$ cat config.mk
export PLATFORM = sky130hd
export DESIGN_NAME = link_guard
export DESIGN_NICKNAME = d
export VERILOG_FILES = /design/src/rtl/lg_pkg.sv /design/src/rtl/lg_idle_timer.sv /design/src/rtl/lg_link_state.sv /design/src/rtl/link_guard.sv
export SDC_FILE = /design/constraint.sdc
export NUM_CORES = 1
export LEC_CHECK = 0
export ABC_AREA = 1
export CORE_ASPECT_RATIO = 0.5
export CORE_MARGIN = 2
export CORE_UTILIZATION = 53
export DETAILED_ROUTE_END_ITERATION = 8
export PLACE_DENSITY = 0.75
export SYNTH_ARGS = -nofsm -noshare
export SYNTH_HDL_FRONTEND = slang
export SYNTH_SLANG_ARGS = --single-unit
$ cat constraint.sdc
create_clock -name clk -period 1.5 [get_ports clk]
set_clock_uncertainty 0.15 [all_clocks]
set_input_delay 0.3 -clock clk [delete_from_list [all_inputs] [get_ports clk]]
set_output_delay 0.3 -clock clk [all_outputs]
set_load 0.01 [all_outputs]
$ cat src/rtl/lg_pkg.sv
package lg_pkg;
    typedef struct packed {
        logic link;
        logic tx;
        logic restart;
    } lg_state_t;

    localparam lg_state_t LG_RESET = '{link: 1'b0, tx: 1'b0, restart: 1'b0};
endpackage

$ cat src/rtl/lg_idle_timer.sv
module lg_idle_timer #(
    parameter int LOSS_CYCLES = 30_000_000
) (
    input  logic clk,
    input  logic rst_n,
    input  logic activity,
    output logic expire
);
    localparam int IDLE_W = (LOSS_CYCLES > 2) ? $clog2(LOSS_CYCLES) : 1;
    localparam logic [IDLE_W-1:0] LAST = IDLE_W'(LOSS_CYCLES - 1);

    logic [IDLE_W-1:0] count_d, count_q;

    always_comb begin
        count_d = count_q;
        if (activity) begin
            count_d = '0;
        end else if (count_q != LAST) begin
            count_d = count_q + 1'b1;
        end
    end

    always_ff @(posedge clk) begin
        if (!rst_n) begin
            count_q <= '0;
        end else begin
            count_q <= count_d;
        end
    end

    // expiry: this cycle is the LOSS_CYCLES-th without a strobe
    assign expire = !activity && (count_q == LAST);

    // a strobe always restarts the idle count
    assert_strobe_restarts_R4: assert property (@(posedge clk) disable iff (!rst_n)
        activity |=> (count_q == '0));

    // the count saturates at the window end and never passes it
    assert_count_bounded_R5: assert property (@(posedge clk) disable iff (!rst_n)
        count_q <= LAST);
endmodule

$ cat src/rtl/lg_link_state.sv
module lg_link_state
    import lg_pkg::*;
(
    input  logic clk,
    input  logic rst_n,
    input  logic pulse_stb,
    input  logic expire,
    input  logic test_off,
    input  logic an_enable,
    output logic link_ok,
    output logic tx_allow,
    output logic an_restart
);
    lg_state_t st_d, st_q;

    always_comb begin
        st_d = st_q;
        st_d.restart = 1'b0;
        if (!st_q.link) begin
            st_d.link = pulse_stb;
        end else if (expire) begin
            st_d.link    = 1'b0;
            st_d.restart = an_enable;
        end
        st_d.tx = test_off | st_d.link;
    end

    always_ff @(posedge clk) begin
        if (!rst_n) begin
            st_q <= LG_RESET;
        end else begin
            st_q <= st_d;
        end
    end

    assign link_ok    = st_q.link;
    assign tx_allow   = st_q.tx;
    assign an_restart = st_q.restart;

    // without a pulse a down link stays down
    assert_no_rise_without_pulse_R3: assert property (@(posedge clk) disable iff (!rst_n)
        (!link_ok && !pulse_stb) |=> !link_ok);

    // the restart request lasts a single cycle
    assert_restart_single_R6: assert property (@(posedge clk) disable iff (!rst_n)
        an_restart |=> !an_restart);

    // restart only on a fall of the link with auto-negotiation enabled
    assert_restart_on_fall_R7: assert property (@(posedge clk) disable iff (!rst_n)
        (!link_ok || !an_enable) |=> !an_restart);

    // test disabled forces transmit on
    assert_forced_tx_R8: assert property (@(posedge clk) disable iff (!rst_n)
        test_off |=> tx_allow);

    // test enabled makes transmit follow the link
    assert_tx_follows_link_R9: assert property (@(posedge clk) disable iff (!rst_n)
        !test_off |=> (tx_allow == link_ok));
endmodule

$ cat src/rtl/link_guard.sv
module link_guard #(
    parameter int LOSS_CYCLES = 30_000_000
) (
    input  logic clk,
    input  logic rst_n,
    input  logic pulse_stb,
    input  logic pkt_stb,
    input  logic test_off,
    input  logic an_enable,
    output logic link_ok,
    output logic tx_allow,
    output logic an_restart
);
    logic activity;
    logic expire;

    assign activity = pulse_stb | pkt_stb;

    lg_idle_timer #(
        .LOSS_CYCLES(LOSS_CYCLES)
    ) u_timer (
        .clk      (clk),
        .rst_n    (rst_n),
        .activity (activity),
        .expire   (expire)
    );

    lg_link_state u_state (
        .clk        (clk),
        .rst_n      (rst_n),
        .pulse_stb  (pulse_stb),
        .expire     (expire),
        .test_off   (test_off),
        .an_enable  (an_enable),
        .link_ok    (link_ok),
        .tx_allow   (tx_allow),
        .an_restart (an_restart)
    );

    // a pulse always leaves the link up
    assert_pulse_raises_R2: assert property (@(posedge clk) disable iff (!rst_n)
        pulse_stb |=> link_ok);
endmodule

==> flow_metrics.py, run 1 <==
metrics = {
    "floorplan": {
        "ios": 9,
        "die-area_mm2": 0.003618,
        "num_rows": 14,
        "die_w_um": 83.10,
        "start_util_pct": 55.35,
        "die_y_um": 43.55,
        "coreArea_mm2": 0.002995,
    },
    "timing": {
        "grt_setup_unrepaired": "yes",
        "fin_crit_ns": 1.520,
        "tns_ns": -0.02025,
        "setup_viol": 1,
        "worst_slack_ns": -0.02025,
        "fin_crit_sh_pct": 101.3,
        "relSlewSlack_pct": 80.15,
        "worst_slew_pin_slew_ns": 0.2974,
        "holdWs_ns": 0.3387,
        "finalHoldViolCount": 0,
        "slew_violations": 0,
        "timing.fmax_ghz": 0.6578,
    },
    "detailed_routing": {
        "drtIter0Drc": 154,
        "drc": 0,
        "wirelength_mm": 4.407,
        "wl_per_cell_um": 13.27,
        "ant_nets": 0,
        "vias": 1719,
        "drtPass1Iterations": 5,
        "vias_per_cell": 5.178,
    },
    "logic_synthesis": {
        "seq_area_frac_synth_pct": 33.81,
        "netlist_instances": 261,
        "ys_types": 25,
        "async_flop_share_pct": 0,
        "yosys.area.top_type_share_pct": 33.81,
        "synth_xor_area_share_pct": 3.170,
        "synth-edff-count": 0,
        "syn_nets": 268,
        "synth_fa_ha_area_share_pct": 0.7547,
        "synth-simple-area-share_pct": 46.26,
        "netlist_area_mm2": 0.001658,
        "yosys_register_bits": 28,
        "synth_top_family_by_area": "simple AND/OR/NAND/NOR gates",
        "synth_top_cell_by_area": "dfxtp_1",
        "synthFlopType": "dfxtp_1",
        "synthTopCellsByArea": "dfxtp_1 34%, nand2_1 15%, nor2_1 12%",
        "syn_area_per_cell_um2": 6.352,
        "yosysWarnings": 0,
        "synth_mux_area_share_pct": 0,
        "synth_compound_area_share_pct": 7.774,
    },
    "setup_path": {
        "worstPathArrival_ns": 1.59,
        "critPathCaptureType": "flip-flop",
        "cp-start-kind": "flip-flop",
        "crit_fanout": 4,
        "crit_required_ns": 1.57,
        "crit_type": "reg -> reg",
    },
    "power_and_ir_drop": {
        "sequentialPowerShare_pct": 53.3,
        "p_comb_share_pct": 3.9,
        "netSwitchingPower_mw": 0.2758,
        "vdd_drop_max_v": 0.0004463,
        "p_per_area_mw_per_mm2": 656.0,
        "p_sw_share_pct": 19.56,
        "p_int_mw": 1.134,
        "p_clk_share_pct": 42.8,
        "finalPower_mw": 1.410,
        "leakage_nw": 0.7676,
    },
    "layout": {
        "final_cell_area_mm2": 0.002150,
        "finalNonFillerCells": 332,
        "final_util_pct": 71.76,
        "num-fill-cells": 241,
        "nNetsFinal": 300,
        "drive_above_1_share_pct": 28.08,
        "area_delta_synth_final_pct": 29.66,
        "diodes": 0,
    },
    "placed_design": {
        "place.gp.congestion": 0.8258,
        "dpl.hpwl_mm": 3.169,
        "place_inst": 326,
        "placed_area_mm2": 0.001924,
        "io_buffers": 8,
        "pre_cts_slack_ns": -0.1626,
    },
    "clock_tree": {
        "ctsHoldBuffers": 0,
        "cts.sinks": 28,
        "cts.htree.levels": 1,
        "numCtsBuffers": 3,
        "root_buffer": "clkbuf_8",
        "cts_tree": "yes",
        "insertion_delay_ns": 0.28,
        "clkTransAtPathRegs_ns": 0.10,
        "cts_buffer_depth": 2,
    },
    "grt": {
        "grt_antenna_before_repair": 0,
        "first_global_vias": 1546,
        "grt.total_usage_pct": 23.95,
        "grt_max_degree": 17,
        "grt_overflow": 0,
        "grt_pass1_wl_mm": 6.837,
    },
    "worst_hold_path": {
        "hold_path_class": "reg -> reg",
    },
    "flow_run": {
        "max-cap-violations": 0,
    },
    "status": {
        "status": "finished, violations left",
        "violations": "setup timing",
    },
}
[worst paths after layout]
kind | from | to | slack, ns | depth (start not counted)
worst max register to register | u_timer.count_q[1] | u_timer.count_q[9] | -0.02 | 8
worst min-delay path | u_timer.count_q[9] | u_timer.count_q[9] | 0.34 | 1
worst min register to register | u_timer.count_q[9] | u_timer.count_q[9] | 0.34 | 1
worst max-delay path | u_timer.count_q[1] | u_timer.count_q[9] | -0.02 | 8
[kinds of logic (layout without fill, tap and decap cells)]
family,after synthesis,count (layout)
fa+ha+maj,1,1
simple gates,166,166
compound gates,24,24
buf+inv,36,67
flops,28,28
xor+xnor,6,6
[sequential cells by signal, summed over array words and instances (netlist names)]
register	count
u_timer.count_q	25
u_state.an_restart	1
u_state.link_ok	1
u_state.tx_allow	1
[cells in the mapped netlist, types with 2 or more instances]
cell type / number
a21oi_1: 16
dfxtp_1: 28
inv_1: 33
nand2_1: 68
nand2_2: 5
nand3_1: 16
nand3_2: 3
nand4_1: 5
nor2_1: 53
nor2_2: 9
nor2_4: 2
o21ai_0: 6
xnor2_1: 4
xor2_1: 2
[power by group through the flow]
stage          clock, mW  sequential (mW)  combinational (mW)
6_report           0.603            0.752              0.0546
5_1_grt            0.632            0.753              0.0615
4_1_cts            0.614            0.752              0.0536
3_5_place_dp           0            0.769              0.0559
3_3_place_gp           0            0.769              0.0537
2_1_floorplan          0            0.771              0.0204
[critical path: stages, from the launching register on]
cell and delay, ns:
dfxtp_2 0.37, buf_6 0.11, nand3_4 0.09, nor2_4 0.21, buf_4 0.15, nand2_1 0.04
inv_1 0.10, o21ai_0 0.10, a21oi_1 0.13
[placed cells by master (no fill, tap or decap), types with 2 or more instances in the layout]
master           synthesis  routed
nand2_1                 68      65
nor2_1                  53      44
inv_1                   33      33
buf_4                    0      17
dfxtp_2                  0      17
nand3_1                 16      15
a21oi_1                 16      15
nor2_2                   9      12
dfxtp_1                 28      11
nor2_4                   2       8
nand2_2                  5       7
nand4_1                  5       5
o21ai_0                  6       5
clkdlybuf4s50_1          0       5
xnor2_1                  4       4
buf_6                    0       4
nand3_4                  1       3
clkbuf_8                 0       3
dlygate4sd2_1            0       3
nand2_4                  1       2
nand3_2                  3       2
xor2_1                   2       2
[routing by layer]
layer	vias to the layer above	global-route usage, %	wire (µm)
met2	61	43.39	2089
met1	777	30.89	1982
met4	0	2.951	43
met3	9	5.524	291
li1	872	-	-
met5	-	0	0
[area by class of cell]
cell class                 count  area (µm²)  area share, %
multi-input combinational    197        1067          49.65
clock inverter                 1       30.03          1.397
clock buffer                   3       41.29          1.921
tap                           40       50.05          2.328
inverter                      34       130.1          6.054
sequential                    28       581.8          27.07
timing repair buffer          29       249.0          11.58
[repair_timing]
action                                  CTS  global route
gates resized for setup                   9            42
pin swaps                                 3            11
buffers inserted                          0             2
endpoints found under the setup margin   12            23
(Power assumes the default switching activity.)
==> run 2, diff against run 1 <==
--- a/config.mk
+++ b/config.mk
@@ -6,11 +6,12 @@
 export NUM_CORES = 1
 export LEC_CHECK = 0
 export ABC_AREA = 1
+export CELL_PAD_IN_SITES_DETAIL_PLACEMENT = 0
+export CELL_PAD_IN_SITES_GLOBAL_PLACEMENT = 1
 export CORE_ASPECT_RATIO = 0.5
-export CORE_MARGIN = 2
-export CORE_UTILIZATION = 53
+export CORE_UTILIZATION = 42
 export DETAILED_ROUTE_END_ITERATION = 8
-export PLACE_DENSITY = 0.75
+export PLACE_DENSITY_LB_ADDON = 0.1
 export SYNTH_ARGS = -nofsm -noshare
 export SYNTH_HDL_FRONTEND = slang
 export SYNTH_SLANG_ARGS = --single-unit
==> constraint.sdc (replaced) <==
create_clock -name clk -period 1.51 [get_ports clk]
set_clock_uncertainty 0.15 [all_clocks]
set_input_delay 0.302 -clock clk [delete_from_list [all_inputs] [get_ports clk]]
set_output_delay 0.302 -clock clk [all_outputs]
set_load 0.01 [all_outputs]
==> flow_metrics.py, run 2 (synthesized netlist as in run 1, its figures left out) <==
metrics = {
    "status": {
        "status": "complete, no violations",
    },
    "grt": {
        "grt_pass1_wl_mm": 6.810,
        "grt_max_degree": 16,
        "grt.total_usage_pct": 21.63,
        "first_global_vias": 1434,
        "grt_overflow": 0,
        "grt_antenna_before_repair": 0,
    },
    "placed_design": {
        "place.gp.congestion": 0.8613,
        "io_buffers": 8,
        "dpl.hpwl_mm": 3.318,
    },
    "detailed_routing": {
        "drtPass1Iterations": 4,
        "wl_per_cell_um": 12.13,
        "drc": 0,
        "vias_per_cell": 4.903,
        "ant_nets": 0,
        "drtIter0Drc": 87,
        "vias": 1716,
        "wirelength_mm": 4.247,
    },
    "power_and_ir_drop": {
        "vdd_drop_max_v": 0.0003926,
        "p_int_mw": 1.008,
        "finalPower_mw": 1.286,
        "leakage_nw": 0.7778,
        "p_per_area_mw_per_mm2": 579.8,
        "p_sw_share_pct": 21.59,
        "p_comb_share_pct": 4.6,
        "netSwitchingPower_mw": 0.2777,
        "p_clk_share_pct": 37.5,
        "sequentialPowerShare_pct": 57.9,
    },
    "layout": {
        "final_util_pct": 61.56,
        "diodes": 0,
        "drive_above_1_share_pct": 30.10,
        "area_delta_synth_final_pct": 33.81,
        "nNetsFinal": 307,
        "regMostFlops": "u_timer.count_q",
        "final_cell_mix": "65 x nand2_1, 44 x nor2_1, 33 x inv_1",
        "num-fill-cells": 349,
        "largest_register_ffs": 25,
        "layout_commonest_cell": "nand2_1",
    },
    "clock_tree": {
        "root_buffer": "clkbuf_8",
        "numCtsBuffers": 3,
        "cts.sinks": 28,
        "cts.htree.levels": 1,
        "cts_buffer_depth": 2,
        "insertion_delay_ns": 0.28,
        "clkTransAtPathRegs_ns": 0.09,
        "cts_tree": "yes",
    },
    "timing": {
        "timing.fmax_ghz": 0.6759,
        "holdWs_ns": 0.3391,
        "finalHoldViolCount": 0,
        "worst_slew_pin_slew_ns": 0.2417,
        "grt_setup_unrepaired": "yes",
        "fin_crit_ns": 1.480,
        "tns_ns": 0,
        "setup_viol": 0,
        "relSlewSlack_pct": 83.87,
        "slew_violations": 0,
        "fin_crit_sh_pct": 97.99,
    },
    "setup_path": {
        "worstPathArrival_ns": 1.52,
        "crit_required_ns": 1.55,
        "crit_fanout": 4,
        "crit_type": "reg -> reg",
        "cp-start-kind": "flip-flop",
        "critPathCaptureType": "flip-flop",
    },
    "floorplan": {
        "coreArea_mm2": 0.003603,
        "num_rows": 15,
        "die_w_um": 90.85,
        "start_util_pct": 46.01,
        "die_y_um": 46.43,
        "ios": 9,
        "die-area_mm2": 0.004218,
    },
    "worst_hold_path": {
        "hold_path_class": "reg -> reg",
    },
    "flow_run": {
        "max-cap-violations": 0,
    },
}
-- run 2: cell types whose count changed in the layout (fill, tap and decap cells not counted), moves of 2 or more --
cell / previous run / this run
buf_4: 17 / 25
buf_6: 4 / 2
dfxtp_1: 11 / 13
dfxtp_2: 17 / 14
nand3_1: 15 / 13
nand3_2: 2 / 4
-- run 2: through the flow --
stage,worst slack [ns],cells,cell area (µm²)
finish,0.03038,350,2218
global route,-0.03704,350,2218
CTS,0.007193,348,2072
detailed placement,-0.1226,344,2003
global placement,-0.08113,344,2003
floorplan,0.02729,261,1660
-- run 2: critical path: stages (launching register included) --
cell and delay [ns]:
dfxtp_4 0.38, ha_4 0.17, nand3_1 0.15, buf_4 0.20, nor2_1 0.13, nand3_1 0.10
nand2_1 0.07, nor2_1 0.04
-- run 2: metal layers --
| metal | vias up | wire, µm | global-route usage [%] | part of all wire (%) |
|---|---|---|---|---|
| met5 | - | 0 | 0 | 0 |
| met4 | 0 | 31 | 3.810 | 0.73 |
| met3 | 7 | 171 | 4.455 | 4.0 |
| met2 | 38 | 1783 | 34.39 | 42 |
| met1 | 780 | 2259 | 30.91 | 53 |
| li1 | 891 | - | - | - |
-- run 2: final cells by class --
cell class	count	area, µm²	share of cell area (%)
multi-input cells	197	1081	48.73
flip-flops and latches	28	581.8	26.23
repair buffers	36	306.5	13.82
inverters	34	130.1	5.866
well taps	51	63.81	2.876
clock buffers	4	55.05	2.482
-- run 2: worst paths after layout --
path	start	end	slack, ns	cells after the start
setup / recovery	u_timer.count_q[1]	u_timer.count_q[0]	0.03	7
hold / removal	u_state.link_ok	u_state.an_restart	0.34	2
setup reg to reg	u_timer.count_q[1]	u_timer.count_q[0]	0.03	7
hold reg to reg	u_state.link_ok	u_state.an_restart	0.34	2
-- run 2: what timing repair did --
action,in CTS,in global routing
gates resized for setup,7,43
pin swaps,1,14
endpoints found under the setup margin,11,21
hold buffers,0,0
setup buffers,0,2
gates cloned,0,0
-- run 2: power groups by stage --
stage / logic [mW] / clock network, mW / registers [mW]
after floorplan: 0.0203 / 0 / 0.766
after global placement: 0.0593 / 0 / 0.763
after detailed placement: 0.0605 / 0 / 0.763
after CTS: 0.0581 / 0.495 / 0.747
after global routing: 0.0662 / 0.530 / 0.747
final: 0.0593 / 0.482 / 0.745
